**src/rtl/mdtag_pkg.sv**
```systemverilog
// Shared types for the memory tag control block.
// Assumes a 3-bit decoded destination kind supplied by the instruction decoder.
package mdtag_pkg;

    typedef enum logic [2:0] {
        DK_REGFILE       = 3'd0,
        DK_DATA          = 3'd1,
        DK_ADDR          = 3'd2,
        DK_START_RD      = 3'd3,
        DK_START_RD_EARLY= 3'd4,
        DK_START_WR      = 3'd5,
        DK_DATA_START_WR = 3'd6,
        DK_OTHER_FUNC    = 3'd7
    } dest_kind_e;

    typedef struct packed {
        logic functional;  // destination is a functional (non register-file) one
        logic wr_data;     // writes the memory-data register
        logic wr_addr;     // writes the memory-address register
        logic ld_dtag;     // reloads the data tag now
        logic ld_atag;     // reloads the address tag now
        logic stage_dtag;  // stages the data tag until the read commits
    } dest_effect_t;

    localparam int KIND_W = 3;

endpackage

```
**src/rtl/mdtag_decode.sv**
```systemverilog
// Destination decoder: maps a destination kind to the register and tag
// effects it has. Purely combinational; assumes kind_i is stable in-cycle.
module mdtag_decode
    import mdtag_pkg::*;
(
    input  logic [KIND_W-1:0] kind_i,
    output dest_effect_t      eff_o
);

    // Table of effects per destination kind.
    always_comb begin
        eff_o = '0;
        case (dest_kind_e'(kind_i))
            DK_REGFILE: begin
                eff_o = '0;
            end
            DK_DATA: begin
                eff_o.functional = 1'b1;
                eff_o.wr_data    = 1'b1;
                eff_o.ld_dtag    = 1'b1;
            end
            DK_ADDR: begin
                eff_o.functional = 1'b1;
                eff_o.wr_addr    = 1'b1;
                eff_o.ld_atag    = 1'b1;
            end
            DK_START_RD: begin
                eff_o.functional = 1'b1;
                eff_o.wr_addr    = 1'b1;
                eff_o.ld_dtag    = 1'b1;
                eff_o.ld_atag    = 1'b1;
            end
            DK_START_RD_EARLY: begin
                eff_o.functional = 1'b1;
                eff_o.wr_addr    = 1'b1;
                eff_o.ld_atag    = 1'b1;
                eff_o.stage_dtag = 1'b1;
            end
            DK_START_WR: begin
                eff_o.functional = 1'b1;
                eff_o.wr_addr    = 1'b1;
                eff_o.ld_atag    = 1'b1;
            end
            DK_DATA_START_WR: begin
                eff_o.functional = 1'b1;
                eff_o.wr_data    = 1'b1;
                eff_o.ld_dtag    = 1'b1;
                eff_o.ld_atag    = 1'b1;
            end
            DK_OTHER_FUNC: begin
                eff_o.functional = 1'b1;
            end
            default: begin
                eff_o = '0;
            end
        endcase
    end

endmodule

```
**src/rtl/mdtag_hazard.sv**
```systemverilog
// Write-in-progress guard: holds a destination while an earlier memory write
// has not resolved its trap outcome, then lets it complete or kills it.
// Assumes the pipeline keeps the destination presented while freeze is high.
module mdtag_hazard
    import mdtag_pkg::*;
#(
    parameter bit CONSERVATIVE_FREEZE = 1'b1
) (
    input  logic         clk,
    input  logic         rst_n,
    input  logic         dest_valid_i,
    input  dest_effect_t eff_i,
    input  logic         abort_i,
    input  logic         wr_pending_i,
    input  logic         wr_resolve_i,
    input  logic         wr_trap_i,
    output logic         go_o,
    output logic         freeze_o,
    output logic         kill_o
);

    logic touches;
    logic guarded;
    logic live;
    logic unresolved;
    logic trapped;

    // Whether the destination disturbs either register or tag.
    always_comb begin
        touches = eff_i.wr_data | eff_i.wr_addr | eff_i.ld_dtag |
                  eff_i.ld_atag | eff_i.stage_dtag;
    end

    // The parameter picks which destinations are held while a write is open.
    generate
        if (CONSERVATIVE_FREEZE) begin : g_guard_all_func
            always_comb guarded = eff_i.functional;
        end else begin : g_guard_tagged
            always_comb guarded = touches;
        end
    endgenerate

    // Resolution state of the earlier write and the outcome for this cycle.
    always_comb begin
        live       = dest_valid_i & ~abort_i;
        unresolved = wr_pending_i & ~wr_resolve_i;
        trapped    = wr_pending_i & wr_resolve_i & wr_trap_i;
        freeze_o   = live & guarded & unresolved;
        kill_o     = live & guarded & trapped;
        go_o       = live & ~freeze_o & ~kill_o;
    end

    // a register-file destination is never held by a pending write.
    assert_regfile_no_freeze_R10: assert property (@(posedge clk) disable iff (!rst_n)
        (!eff_i.functional) |-> !freeze_o);

    // an open write with a touching destination always holds it.
    assert_touch_freezes_R7: assert property (@(posedge clk) disable iff (!rst_n)
        (dest_valid_i && !abort_i && touches && wr_pending_i && !wr_resolve_i) |-> freeze_o);

endmodule

```
**src/rtl/mdtag_tags.sv**
```systemverilog
// Tag storage: the data and address tag bits and the staging slot used by
// early-start reads. Tags change only on the edge that ends a granted cycle.
// Assumes go_i is already cleared for frozen, killed or aborted cycles.
module mdtag_tags
    import mdtag_pkg::*;
(
    input  logic         clk,
    input  logic         rst_n,
    input  logic         go_i,
    input  dest_effect_t eff_i,
    input  logic         new_dtag_i,
    input  logic         new_atag_i,
    input  logic         rd_commit_i,
    input  logic         rd_cancel_i,
    output logic         commit_we_o,
    output logic         data_tag_o,
    output logic         addr_tag_o
);

    logic stage_valid;
    logic stage_tag;
    logic load_d;
    logic load_a;
    logic load_s;
    logic commit_apply;

    // Granted loads and the commit of a staged early-read tag.
    always_comb begin
        load_d       = go_i & eff_i.ld_dtag;
        load_a       = go_i & eff_i.ld_atag;
        load_s       = go_i & eff_i.stage_dtag;
        commit_apply = rd_commit_i & stage_valid & ~rd_cancel_i;
        commit_we_o  = commit_apply;
    end

    // Address tag register.
    always_ff @(posedge clk) begin
        if (!rst_n) begin
            addr_tag_o <= 1'b0;
        end else if (load_a) begin
            addr_tag_o <= new_atag_i;
        end
    end

    // Data tag register; a direct load is newer than a staged value.
    always_ff @(posedge clk) begin
        if (!rst_n) begin
            data_tag_o <= 1'b0;
        end else if (load_d) begin
            data_tag_o <= new_dtag_i;
        end else if (commit_apply) begin
            data_tag_o <= stage_tag;
        end
    end

    // Staging slot for the data tag of an early-start read.
    always_ff @(posedge clk) begin
        if (!rst_n) begin
            stage_valid <= 1'b0;
            stage_tag   <= 1'b0;
        end else if (load_s) begin
            stage_valid <= 1'b1;
            stage_tag   <= new_dtag_i;
        end else if (load_d || rd_cancel_i || commit_apply) begin
            stage_valid <= 1'b0;
        end
    end

    // an address-only load leaves the data tag alone.
    assert_addr_only_keeps_dtag_R5: assert property (@(posedge clk) disable iff (!rst_n)
        (load_a && !load_d && !commit_apply) |=> (data_tag_o == $past(data_tag_o)));

    // staging a read tag does not touch the data tag on that edge.
    assert_stage_defers_dtag_R11: assert property (@(posedge clk) disable iff (!rst_n)
        (load_s && !commit_apply) |=> $stable(data_tag_o));

    // a cancel leaves nothing staged for the next commit.
    assert_cancel_clears_R12: assert property (@(posedge clk) disable iff (!rst_n)
        (rd_cancel_i && !load_s) |=> !stage_valid);

endmodule

```
**src/rtl/mdtag_ctrl.sv**
```systemverilog
// Top of the memory tag control block: decodes the destination, applies the
// write-in-progress guard, and drives register enables and tag status.
// Assumes all inputs are synchronous to clk; reset is synchronous, active low.
module mdtag_ctrl
    import mdtag_pkg::*;
#(
    parameter bit CONSERVATIVE_FREEZE = 1'b1
) (
    input  logic       clk,
    input  logic       rst_n,
    input  logic       dest_valid,
    input  logic [2:0] dest_kind,
    input  logic       ir_tag_data,
    input  logic       ir_tag_addr,
    input  logic       abort,
    input  logic       wr_pending,
    input  logic       wr_resolve,
    input  logic       wr_trap,
    input  logic       rd_commit,
    input  logic       rd_cancel,
    output logic       data_we,
    output logic       addr_we,
    output logic       freeze,
    output logic       dest_kill,
    output logic [1:0] tag_status
);

    dest_effect_t eff;
    logic         go;
    logic         commit_we;
    logic         data_tag;
    logic         addr_tag;

    mdtag_decode u_decode (
        .kind_i (dest_kind),
        .eff_o  (eff)
    );

    mdtag_hazard #(
        .CONSERVATIVE_FREEZE (CONSERVATIVE_FREEZE)
    ) u_hazard (
        .clk          (clk),
        .rst_n        (rst_n),
        .dest_valid_i (dest_valid),
        .eff_i        (eff),
        .abort_i      (abort),
        .wr_pending_i (wr_pending),
        .wr_resolve_i (wr_resolve),
        .wr_trap_i    (wr_trap),
        .go_o         (go),
        .freeze_o     (freeze),
        .kill_o       (dest_kill)
    );

    mdtag_tags u_tags (
        .clk         (clk),
        .rst_n       (rst_n),
        .go_i        (go),
        .eff_i       (eff),
        .new_dtag_i  (ir_tag_data),
        .new_atag_i  (ir_tag_addr),
        .rd_commit_i (rd_commit),
        .rd_cancel_i (rd_cancel),
        .commit_we_o (commit_we),
        .data_tag_o  (data_tag),
        .addr_tag_o  (addr_tag)
    );

    // Register enables and the status word.
    always_comb begin
        data_we    = (go & eff.wr_data) | commit_we;
        addr_we    = go & eff.wr_addr;
        tag_status = {data_tag, addr_tag};
    end

    // a held destination writes neither register.
    assert_freeze_blocks_we_R7: assert property (@(posedge clk) disable iff (!rst_n)
        (freeze && !rd_commit) |-> (!data_we && !addr_we));

    // tags hold while the destination is frozen.
    assert_freeze_holds_tags_R7: assert property (@(posedge clk) disable iff (!rst_n)
        (freeze && !rd_commit) |=> $stable(tag_status));

    // a killed destination leaves both tags as they were.
    assert_kill_holds_tags_R9: assert property (@(posedge clk) disable iff (!rst_n)
        (dest_kill && !rd_commit) |=> $stable(tag_status));

    // freeze and kill are never raised together.
    assert_kill_not_frozen_R9: assert property (@(posedge clk) disable iff (!rst_n)
        !(freeze && dest_kill));

    // an aborted destination raises no address write.
    assert_abort_no_addr_we_R13: assert property (@(posedge clk) disable iff (!rst_n)
        abort |-> !addr_we);

endmodule

```
**config.mk**
```make
export PLATFORM = sky130hd
export DESIGN_NAME = mdtag_ctrl
export DESIGN_NICKNAME = d
export VERILOG_FILES = /design/src/rtl/mdtag_pkg.sv /design/src/rtl/mdtag_decode.sv /design/src/rtl/mdtag_hazard.sv /design/src/rtl/mdtag_tags.sv /design/src/rtl/mdtag_ctrl.sv
export SDC_FILE = /design/constraint.sdc
export NUM_CORES = 1
export LEC_CHECK = 0
export BUFFER_PORTS_ARGS = -buffer_cell sky130_fd_sc_hd__buf_2
export CORE_MARGIN = 8
export CORE_UTILIZATION = 30
export DETAILED_ROUTE_END_ITERATION = 10
export GPL_TIMING_DRIVEN = 0
export PLACE_DENSITY = 0.56
export SLEW_MARGIN = 20
export SYNTH_ARGS = -nofsm -noshare
export SYNTH_HDL_FRONTEND = slang
export SYNTH_SLANG_ARGS = --single-unit
```
**constraint.sdc**
```tcl
create_clock -name clk -period 2.2 [get_ports clk]
set_input_delay 0.33 -clock clk [delete_from_list [all_inputs] [get_ports clk]]
set_output_delay 0.33 -clock clk [all_outputs]
set_load 0.02 [all_outputs]
```
==> flow_summary.yaml, run 1 <==
status:
  outcome: "complete, no violations"
route:
  first_iter_violations: 8
  firstDrtPassIters: 2
  vias: 416
  drt-vias-per-instance: 5.07
  antenna_left: 0
  wl_per_cell_microns: 11.8
  drcViolationCount: 0
  drt_wl_total_microns: 965
global_route:
  gr-usage-all-layers_pct: 7.08
  overflow: 0
  grt_pass1_wl_microns: 1530
  grt_max_degree: 10
  grt_pass1_vias: 384
  grt_antenna_before_repair: 0
sta:
  tightest_slew_ps: 398
  rsz0062_at_grt: "false"
  finalHoldViolations: 0
  clock.fmax_mhz: 598
  worst_slew_margin_rel_pct: 72.8
  maxSlewViolCount: 0
  finClkSkew_ps: 4.14
  fin_crit_sh_pct: 76.0
  setup_viol: 0
  post-route-min-period_ps: 1670
  setup_tns_ps: 0
power:
  ir_drop_mv: 0.269
  powerDensity_nw_per_um2: 423
  power_leakage_nw: 0.243
synthesis:
  synth_area_per_cell_sq_um: 8.51
  synth_common_cells: "6 x nand2b_1, 5 x nand2_1, 4 x dfxtp_1, 3 x mux2i_1, 3 x nor2_1"
  yosys.area_share.adder_pct: 0
  synthFlopType: "dfxtp_1"
  yosys_register_bits: 4
  yosys-top-cells-area: "dfxtp_1 20%, nand2b_1 9.6%, mux2i_1 7.7%, a2111oi_2 7.7%, a221o_1 5.1%"
  syn_area_sq_um: 392
  synth_compound_area_share_pct: 27.8
  synth-simple-area-share_pct: 36.4
  synthCells: 46
  synth_edf_count: 0
  synth.most_common_cell: "nand2b_1"
  synth_warnings: 0
  yosysSeqAreaShare_pct: 20.4
  syn_nets: 60
  synth_async_sr_flop_share_pct: 0
  synthMuxAreaShare_pct: 7.67
  synth_xor_area_share_pct: 0
  synth_top_cell_by_area: "dfxtp_1"
  synth_top_family_by_area: "simple AND/OR/NAND/NOR gates"
  synth_top_area_share_pct: 20.4
  yosys.cell_types.count: 26
placed_design:
  hpwl_microns: 787
  dp_cells: 79
  place_congestion: 0.777
  portBuffers: 18
critical_path:
  start_kind: "primary input"
  cp.arrival_ps: 1340
  max_stage_delay_ps: 410
  crit_family: "simple AND/OR/NAND/NOR gates"
  cp_cell_sequence: "buf_2 > nand2b_1 > or3b_1 > nor2_1 > buf_2"
  reg2reg_depth: 3
  cp_max_fo: 7
  rrSetupSlack_ps: 1200
  worst_path_max_delay_cell: "or3b_1"
  regToRegStartpoint: "u_tags.stage_valid"
  critPathLaunch: "abort"
  end_kind: "output pin"
  cp.depth: 5
  critPathBufInv: 2
  crit_top_cell: "buf_2"
  timing.rr.end: "u_tags.stage_valid"
  required_ps: 1870
  critPathCapture: "dest_kill"
  path_class: "primary input to output pin"
clocking:
  cts_hold_buf: 0
  clock-sinks: 4
  post-cts-setup-buffer-count: 0
  cts_made_buffers: 3
  post_cts_resized: 0
  clockRootBuffer: "clkbuf_4"
  cts.reportedPaths.clkPinSlew_ps: 30
  cts_tree: "yes"
  clock_path_buffers: 2
  htree_levels: 1
  clk_latency_ps: 230
cells_and_area:
  drive_above_1_share_pct: 41.8
  n_fill_cell: 140
  antenna_cells: 0
  area_delta_synth_final_pct: 33.5
  finalNonFillerCells: 82
  layout.nets: 83
die:
  die_w_microns: 52.1
  std_cell_rows: 13
  ios: 20
  core_area_sq_um: 1250
  dieArea_sq_um: 2720
  fp.dieH_microns: 52.1
  start_util_pct: 31.3
flow_run:
  drv_cap: 0
hold_path:
  hp-class: "primary input to register"
-- per-stage QoR --
step,power (mW),setup WS (ps),utilization (%),area (sq um),hold WS (ps)
6_report,0.221,528,41.8,523,350
3_5_place_dp,0.133,516,40.0,500,452
5_1_grt,0.238,426,41.8,523,355
2_1_floorplan,0.108,628,-,392,434
4_1_cts,0.228,515,41.8,523,342
3_3_place_gp,0.133,517,40.0,500,444
-- cell families (layout without fill, tap and decap cells) --
group	count (synthesis)	in the layout
and+or+nand+nor	23	23
buffers and inverters	4	25
muxes	3	3
AOI/OAI and AO/OA	12	12
DFF	4	4
-- metal layers --
metal | global-route usage, % | share of wire, %
met3 | 2.85 | 8.0
met5 | 0 | 0
met4 | 2.59 | 0
met2 | 12.0 | 48
met1 | 7.73 | 44
-- worst min-delay path by stage --
stage                                  from  slack (ps)                 to  cells after the start
after floorplan            u_tags.stage_tag         430   u_tags.stage_tag                      2
after global placement    u_tags.addr_tag_o         440  u_tags.addr_tag_o                      2
after detailed placement   u_tags.stage_tag         450   u_tags.stage_tag                      2
after CTS                       ir_tag_addr         340  u_tags.addr_tag_o                      3
after global routing            ir_tag_addr         350  u_tags.addr_tag_o                      3
final                           ir_tag_data         350   u_tags.stage_tag                      3
-- worst min-delay path, cell delays in order --
cell and delay, ps:
buf_2 100, nand2_1 40, mux2i_1 50
-- report_power, final --
| group | total (mW) | switching (mW) | internal (mW) |
|---|---|---|---|
| Clock | 0.0897 | 0.0288 | 0.0609 |
| Sequential | 0.0753 | 0.000704 | 0.0746 |
| Combinational | 0.0563 | 0.0303 | 0.0260 |
-- state kept, by name, summed over array words and instances (netlist names) --
name,flops
u_tags.addr_tag_o,1
u_tags.data_tag_o,1
u_tags.stage_tag,1
u_tags.stage_valid,1
-- final cells by class --
class | instances | area [sq um] | area share [%]
Buffer | 3 | 26.3 | 5.02
Clock buffer | 3 | 22.5 | 4.31
Inverter | 1 | 3.75 | 0.718
Multi-Input combinational cell | 38 | 282 | 53.8
Sequential cell | 4 | 80.1 | 15.3
Tap cell | 15 | 18.8 | 3.59
Timing Repair Buffer | 18 | 90.1 | 17.2
-- placed cells by master (no fill, tap or decap), drive strengths merged --
| master | netlist | final |
|---|---|---|
| a21o | 1 | 1 |
| a211o | 1 | 1 |
| nand3b | 2 | 2 |
| buf | 3 | 21 |
| or3b | 2 | 2 |
| clkbuf | 0 | 3 |
| a21oi | 1 | 1 |
| a221oi | 1 | 1 |
| nand2 | 5 | 5 |
| a21boi | 1 | 1 |
| a221o | 2 | 2 |
| nor3b | 1 | 1 |
| inv | 1 | 1 |
| mux2i | 3 | 3 |
| a2111oi | 3 | 3 |
| dfxtp | 4 | 4 |
| nor3 | 1 | 1 |
| nand2b | 7 | 7 |
| o21ai | 1 | 1 |
| a211oi | 1 | 1 |
| and3 | 1 | 1 |
| nor4bb | 1 | 1 |
| nor2 | 3 | 3 |
Power figures use the tool's default switching activity.
==> run 2: changes to the inputs <==
--- a/config.mk
+++ b/config.mk
@@ -5,12 +5,13 @@
 export SDC_FILE = /design/constraint.sdc
 export NUM_CORES = 1
 export LEC_CHECK = 0
+export ABC_AREA = 1
 export BUFFER_PORTS_ARGS = -buffer_cell sky130_fd_sc_hd__buf_2
-export CORE_MARGIN = 8
-export CORE_UTILIZATION = 30
+export CORE_AREA = 8 8 45 47
 export DETAILED_ROUTE_END_ITERATION = 10
+export DIE_AREA = 0 0 53 55
 export GPL_TIMING_DRIVEN = 0
-export PLACE_DENSITY = 0.56
+export PLACE_DENSITY = 0.55
 export SLEW_MARGIN = 20
 export SYNTH_ARGS = -nofsm -noshare
 export SYNTH_HDL_FRONTEND = slang
==> constraint.sdc (replaced) <==
create_clock -name clk -period 1.5 [get_ports clk]
set_input_delay 0.225 -clock clk [delete_from_list [all_inputs] [get_ports clk]]
set_output_delay 0.225 -clock clk [all_outputs]
set_load 0.02 [all_outputs]
==> flow_summary.yaml, run 2 <==
status:
  outcome: "complete, no violations"
synthesis:
  synth_async_sr_flop_share_pct: 0
  yosysSeqAreaShare_pct: 21.9
  synth_top_cell_by_area: "dfxtp_1"
  synthFlopType: "dfxtp_1"
  synth_top_area_share_pct: 21.9
  syn_nets: 71
  yosys_register_bits: 4
  yosys.cell_types.count: 20
  synthCells: 57
  synth_area_per_cell_sq_um: 6.41
  synth_edf_count: 0
  yosys-top-cells-area: "dfxtp_1 22%, nand2_1 12%, inv_1 9.2%, nand3_1 8.2%, nand4_1 5.1%"
  synth_warnings: 0
  synth_common_cells: "12 x nand2_1, 9 x inv_1, 6 x nand3_1, 4 x dfxtp_1, 4 x nor2_1"
  syn_area_sq_um: 365
  synth.most_common_cell: "nand2_1"
die:
  core_area_sq_um: 1380
  ios: 20
  std_cell_rows: 14
  start_util_pct: 26.4
  fp.dieH_microns: 55
  die_w_microns: 53
  dieArea_sq_um: 2920
sta:
  clock.fmax_mhz: 743
  postLayoutSetupSlackWorst_ps: 153
  finalHoldViolations: 0
  worst_slew_margin_rel_pct: 80.0
  tightest_slew_ps: 297
  finClkSkew_ps: 2.52
  rsz0062_at_grt: "false"
  post-route-min-period_ps: 1350
  setup_viol: 0
  maxSlewViolCount: 0
  fin_crit_sh_pct: 89.8
  setup_tns_ps: 0
power:
  power_leakage_nw: 0.267
  powerDensity_nw_per_um2: 638
  ir_drop_mv: 0.296
critical_path:
  critPathLaunch: "abort"
  timing.rr.end: "u_tags.data_tag_o"
  required_ps: 1270
  cp.arrival_ps: 1120
  start_kind: "primary input"
  cp_max_fo: 3
  reg2reg_depth: 5
  regToRegStartpoint: "u_tags.stage_valid"
  path_class: "primary input to output pin"
  rrSetupSlack_ps: 640
  end_kind: "output pin"
global_route:
  grt_pass1_vias: 357
  grt_max_degree: 9
  gr-usage-all-layers_pct: 6.17
  grt_pass1_wl_microns: 1390
  overflow: 0
  grt_antenna_before_repair: 0
cells_and_area:
  area_delta_synth_final_pct: 41.8
  drive_above_1_share_pct: 45.0
  layout_common_cells: "19 x buf_2, 12 x nand2_1, 9 x inv_1, 6 x nand3_1, 4 x dfxtp_1"
  multi_input_area_sq_um: 240
  final_common_cell: "buf_2"
  register_area_sq_um: 80.1
  layout.nets: 96
  antenna_cells: 0
  n_fill_cell: 164
hold_path:
  min_to: "u_tags.addr_tag_o"
  min_from: "ir_tag_addr"
  whs_path_depth: 3
  hp-class: "primary input to register"
clocking:
  cts_tree: "yes"
  cts_hold_buf: 0
  clockRootBuffer: "clkbuf_4"
  htree_levels: 1
  cts.reportedPaths.clkPinSlew_ps: 40
  cts_made_buffers: 3
  clock_path_buffers: 2
  clock-sinks: 4
  clk_latency_ps: 240
flow_run:
  drv_cap: 0
route:
  antenna_left: 0
  firstDrtPassIters: 4
  drt-vias-per-instance: 4.36
  drt_wl_total_microns: 895
  vias: 419
  wl_per_cell_microns: 9.32
  drcViolationCount: 0
  first_iter_violations: 13
placed_design:
  hpwl_microns: 755
  post-place-ws_ps: 27.6
  place_congestion: 0.700
  portBuffers: 19
run 2: logic make-up (layout without fill, tap and decap cells):
logic type             Yosys count  in the layout  synth area share [%]
AND/OR/NAND/NOR                 33             33                  47.9
buffers and inverters           12             35                  14.4
AO/OA/AOI/OAI                    8              8                  15.8
flip-flops                       4              4                  21.9
run 2: worst max-delay path by stage:
| stage | slack (ps) | endpoint | depth (start not counted) |
|---|---|---|---|
| floorplan | 20 | data_we | 6 |
| detailed placement | 30 | addr_we | 7 |
| finish | 150 | addr_we | 7 |
| global placement | 4 | data_we | 7 |
| CTS | 20 | addr_we | 7 |
| global route | 60 | data_we | 8 |
run 2: cell type report:
| type | instances | share of cell area, % |
|---|---|---|
| inverter | 10 | 7.25 |
| multi-input combinational | 41 | 46.4 |
| sequential | 4 | 15.5 |
| buffer | 2 | 2.90 |
| tap | 16 | 3.86 |
| timing repair buffer | 20 | 19.8 |
| clock buffer | 3 | 4.35 |
run 2: metrics by stage:
stage          std cells  util [%]  total power, mW  hold WS, ps  cell area (sq um)
2_1_floorplan         57         -            0.160          395                370
3_3_place_gp          92      35.1            0.193          451                485
3_5_place_dp          92      35.1            0.194          458                485
4_1_cts               95      36.7            0.334          272                508
5_1_grt               96      37.4            0.354          279                518
6_report              96      37.4            0.330          274                518
run 2: routing by layer:
metal | up-vias | track usage (%) | part of all wire (%)
li1 | 235 | - | -
met1 | 172 | 6.36 | 42
met2 | 12 | 10.4 | 49
met3 | 0 | 4.01 | 9.3
met4 | 0 | 1.29 | 0
met5 | - | 0 | 0
run 2: critical path, cell delays in order:
cell,delay (ps)
buf_2,100
nor2_2,170
inv_1,90
a21oi_4,130
nand2_1,90
nor3b_2,140
buf_2,180
run 2: what timing repair did:
action | 4_1_cts | 5_1_grt
resized for setup | 0 | 1
setup buffers | 0 | 1
setup endpoints to repair | 0 | 2
run 2: power by group:
part           switching (mW)  internal, mW
Sequential            0.00112         0.109
Clock                  0.0476        0.0898
Combinational          0.0476        0.0350
Total                  0.0963         0.234
==> run 3: changes to the inputs <==
--- a/config.mk
+++ b/config.mk
@@ -15,4 +15,5 @@
 export SLEW_MARGIN = 20
 export SYNTH_ARGS = -nofsm -noshare
 export SYNTH_HDL_FRONTEND = slang
+export SYNTH_HIERARCHICAL = 1
 export SYNTH_SLANG_ARGS = --single-unit
==> flow_summary.yaml, run 3 <==
critical_path:
  critPathCapture: "data_we"
  reg2reg_depth: 5
  rrSetupSlack_ps: 680
  cp.arrival_ps: 1220
  timing.rr.end: "u_tags/data_tag_o"
  required_ps: 1270
  cp_max_fo: 5
  path_class: "primary input to output pin"
  regToRegStartpoint: "u_tags/stage_valid"
  end_kind: "output pin"
  start_kind: "primary input"
  critPathLaunch: "dest_kind[2]"
cells_and_area:
  n_fill_cell: 161
  layout.nets: 108
  final_common_cell: "nand2_1"
  antenna_cells: 0
  drive_above_1_share_pct: 38.5
  final_cell_area_sq_um: 572
  final_util_pct: 41.3
  layout_common_cells: "18 x nand2_1, 15 x buf_2, 14 x inv_1, 8 x nand3_1, 8 x nor2_1"
  area_delta_synth_final_pct: 53.4
clocking:
  clockRootBuffer: "clkbuf_4"
  clock_path_buffers: 2
  cts.reportedPaths.clkPinSlew_ps: 40
  clk_latency_ps: 230
  cts_tree: "yes"
  cts_made_buffers: 3
  clock-sinks: 4
  cts_hold_buf: 0
  htree_levels: 1
power:
  p_seq_share_pct: 32.5
  p_comb_share_pct: 29.2
  power_mw: 0.343
  clkPwrFrac_pct: 38.3
  cell_internal_pwr_mw: 0.245
  powerDensity_nw_per_um2: 599
  ir_drop_mv: 0.204
  power_leakage_nw: 0.336
  power_switching_mw: 0.0977
  swShare_pct: 28.5
die:
  fp.dieH_microns: 55
  std_cell_rows: 14
  core_area_sq_um: 1380
  start_util_pct: 26.9
  die_w_microns: 53
  ios: 20
  dieArea_sq_um: 2920
sta:
  clock.fmax_mhz: 694
  finClkSkew_ps: 3.25
  setup_viol: 0
  setup_tns_ps: 0
  tightest_slew_ps: 152
  postLayoutSetupSlackWorst_ps: 59.5
  maxSlewViolCount: 0
  post-route-min-period_ps: 1440
  finalHoldViolations: 0
  fin_crit_sh_pct: 96.0
  worst_slew_margin_rel_pct: 89.9
synthesis:
  yosys.area_share.adder_pct: 3.36
  syn_area_sq_um: 373
  synth_top_family_by_area: "simple AND/OR/NAND/NOR gates"
  yosys.cell_types.count: 14
  synth.most_common_cell: "nand2_1"
  synth_compound_area_share_pct: 5.37
  synthCells: 67
  yosys-top-cells-area: "dfxtp_1 21%, nand2_1 18%, inv_1 14%, nand3_1 11%, nor2_1 8.1%"
  synth_top_area_share_pct: 21.5
  synth_common_cells: "18 x nand2_1, 14 x inv_1, 8 x nand3_1, 8 x nor2_1, 4 x dfxtp_1"
  synth_area_per_cell_sq_um: 5.57
  synthFlopType: "dfxtp_1"
  synth-simple-area-share_pct: 50.7
  yosysSeqAreaShare_pct: 21.5
  synth_top_cell_by_area: "dfxtp_1"
  synthMuxAreaShare_pct: 0
  synth_async_sr_flop_share_pct: 0
  syn_nets: 82
  synth_edf_count: 0
  synth_warnings: 6
  yosys_register_bits: 4
  synth_xor_area_share_pct: 0
status:
  outcome: "complete, no violations"
global_route:
  grt_pass1_wl_microns: 1480
  gr-usage-all-layers_pct: 6.62
  grt_max_degree: 7
  grt_pass1_vias: 418
  overflow: 0
  grt_antenna_before_repair: 0
route:
  first_iter_violations: 6
  wl_per_cell_microns: 8.56
  drt_wl_total_microns: 916
  firstDrtPassIters: 4
  drcViolationCount: 0
  drt-vias-per-instance: 4.20
  antenna_left: 0
  vias: 449
placed_design:
  placed_cell_area_sq_um: 488
  hpwl_microns: 767
  post-place-ws_ps: -235
  portBuffers: 19
  place_congestion: 0.730
hold_path:
  hp-class: "primary input to register"
flow_run:
  drv_cap: 0
## run 3: kinds of logic (layout without fill, tap and decap cells)
| family | Yosys count | after routing |
|---|---|---|
| and+or+nand+nor | 41 | 41 |
| buffers and inverters | 17 | 41 |
| AOI/OAI and AO/OA | 4 | 4 |
| DFF | 4 | 4 |
| adders and majority gates | 1 | 1 |
## run 3: worst max-delay path, stage by stage
cell and delay [ps]:
buf_8 90, inv_6 40, ha_2 150, nor2_1 100, nand2_1 90, nand3_2 100, nor2_4 50, nor2_4 120
nand2_1 60, nand2_1 70, buf_6 110
## run 3: routing by layer
| metal | global-route usage (%) | up-vias | wire length (microns) |
|---|---|---|---|
| met5 | 0 | - | 0 |
| met4 | 5.17 | 0 | 0 |
| met3 | 2.67 | 0 | 102 |
| met2 | 9.96 | 15 | 399 |
| met1 | 7.31 | 182 | 414 |
| li1 | - | 252 | - |
## run 3: cell type report
type	count	area [sq um]	area share, %
Buffer	2	15.0	2.63
Clock buffer	3	22.5	3.94
Inverter	15	61.3	10.7
Multi-Input combinational cell	46	238	41.6
Sequential cell	4	80.1	14.0
Tap cell	16	20.0	3.50
Timing Repair Buffer	21	135	23.6
## run 3: power groups by stage
stage	clock (mW)	combinational, mW	sequential (mW)
after CTS	0.140	0.0932	0.111
after global placement	0	0.0834	0.113
after detailed placement	0	0.0847	0.113
after global routing	0.143	0.113	0.112
final	0.131	0.100	0.111
after floorplan	0	0.0504	0.113
## run 3: worst min-delay path by stage
| stage | from | end | slack, ps | cells after the start |
|---|---|---|---|---|
| CTS | rst_n | u_tags/data_tag_o | 220 | 3 |
| floorplan | rst_n | u_tags/data_tag_o | 350 | 2 |
| finish | rst_n | u_tags/data_tag_o | 240 | 3 |
| detailed placement | u_tags/addr_tag_o | u_tags/addr_tag_o | 460 | 2 |
| global placement | u_tags/stage_tag | u_tags/stage_tag | 460 | 2 |
| global route | rst_n | u_tags/data_tag_o | 260 | 3 |
## run 3: metrics by stage
| stage | hold WS, ps | std cells |
|---|---|---|
| after CTS | 225 | 106 |
| after detailed placement | 460 | 102 |
| after floorplan | 346 | 67 |
| after global placement | 457 | 102 |
| after global routing | 263 | 107 |
| final | 237 | 107 |
## run 3: timing repair
item	CTS	global route
gates resized for setup	6	8
pin swaps	2	6
setup buffers	1	1
endpoints found under the setup margin	2	3
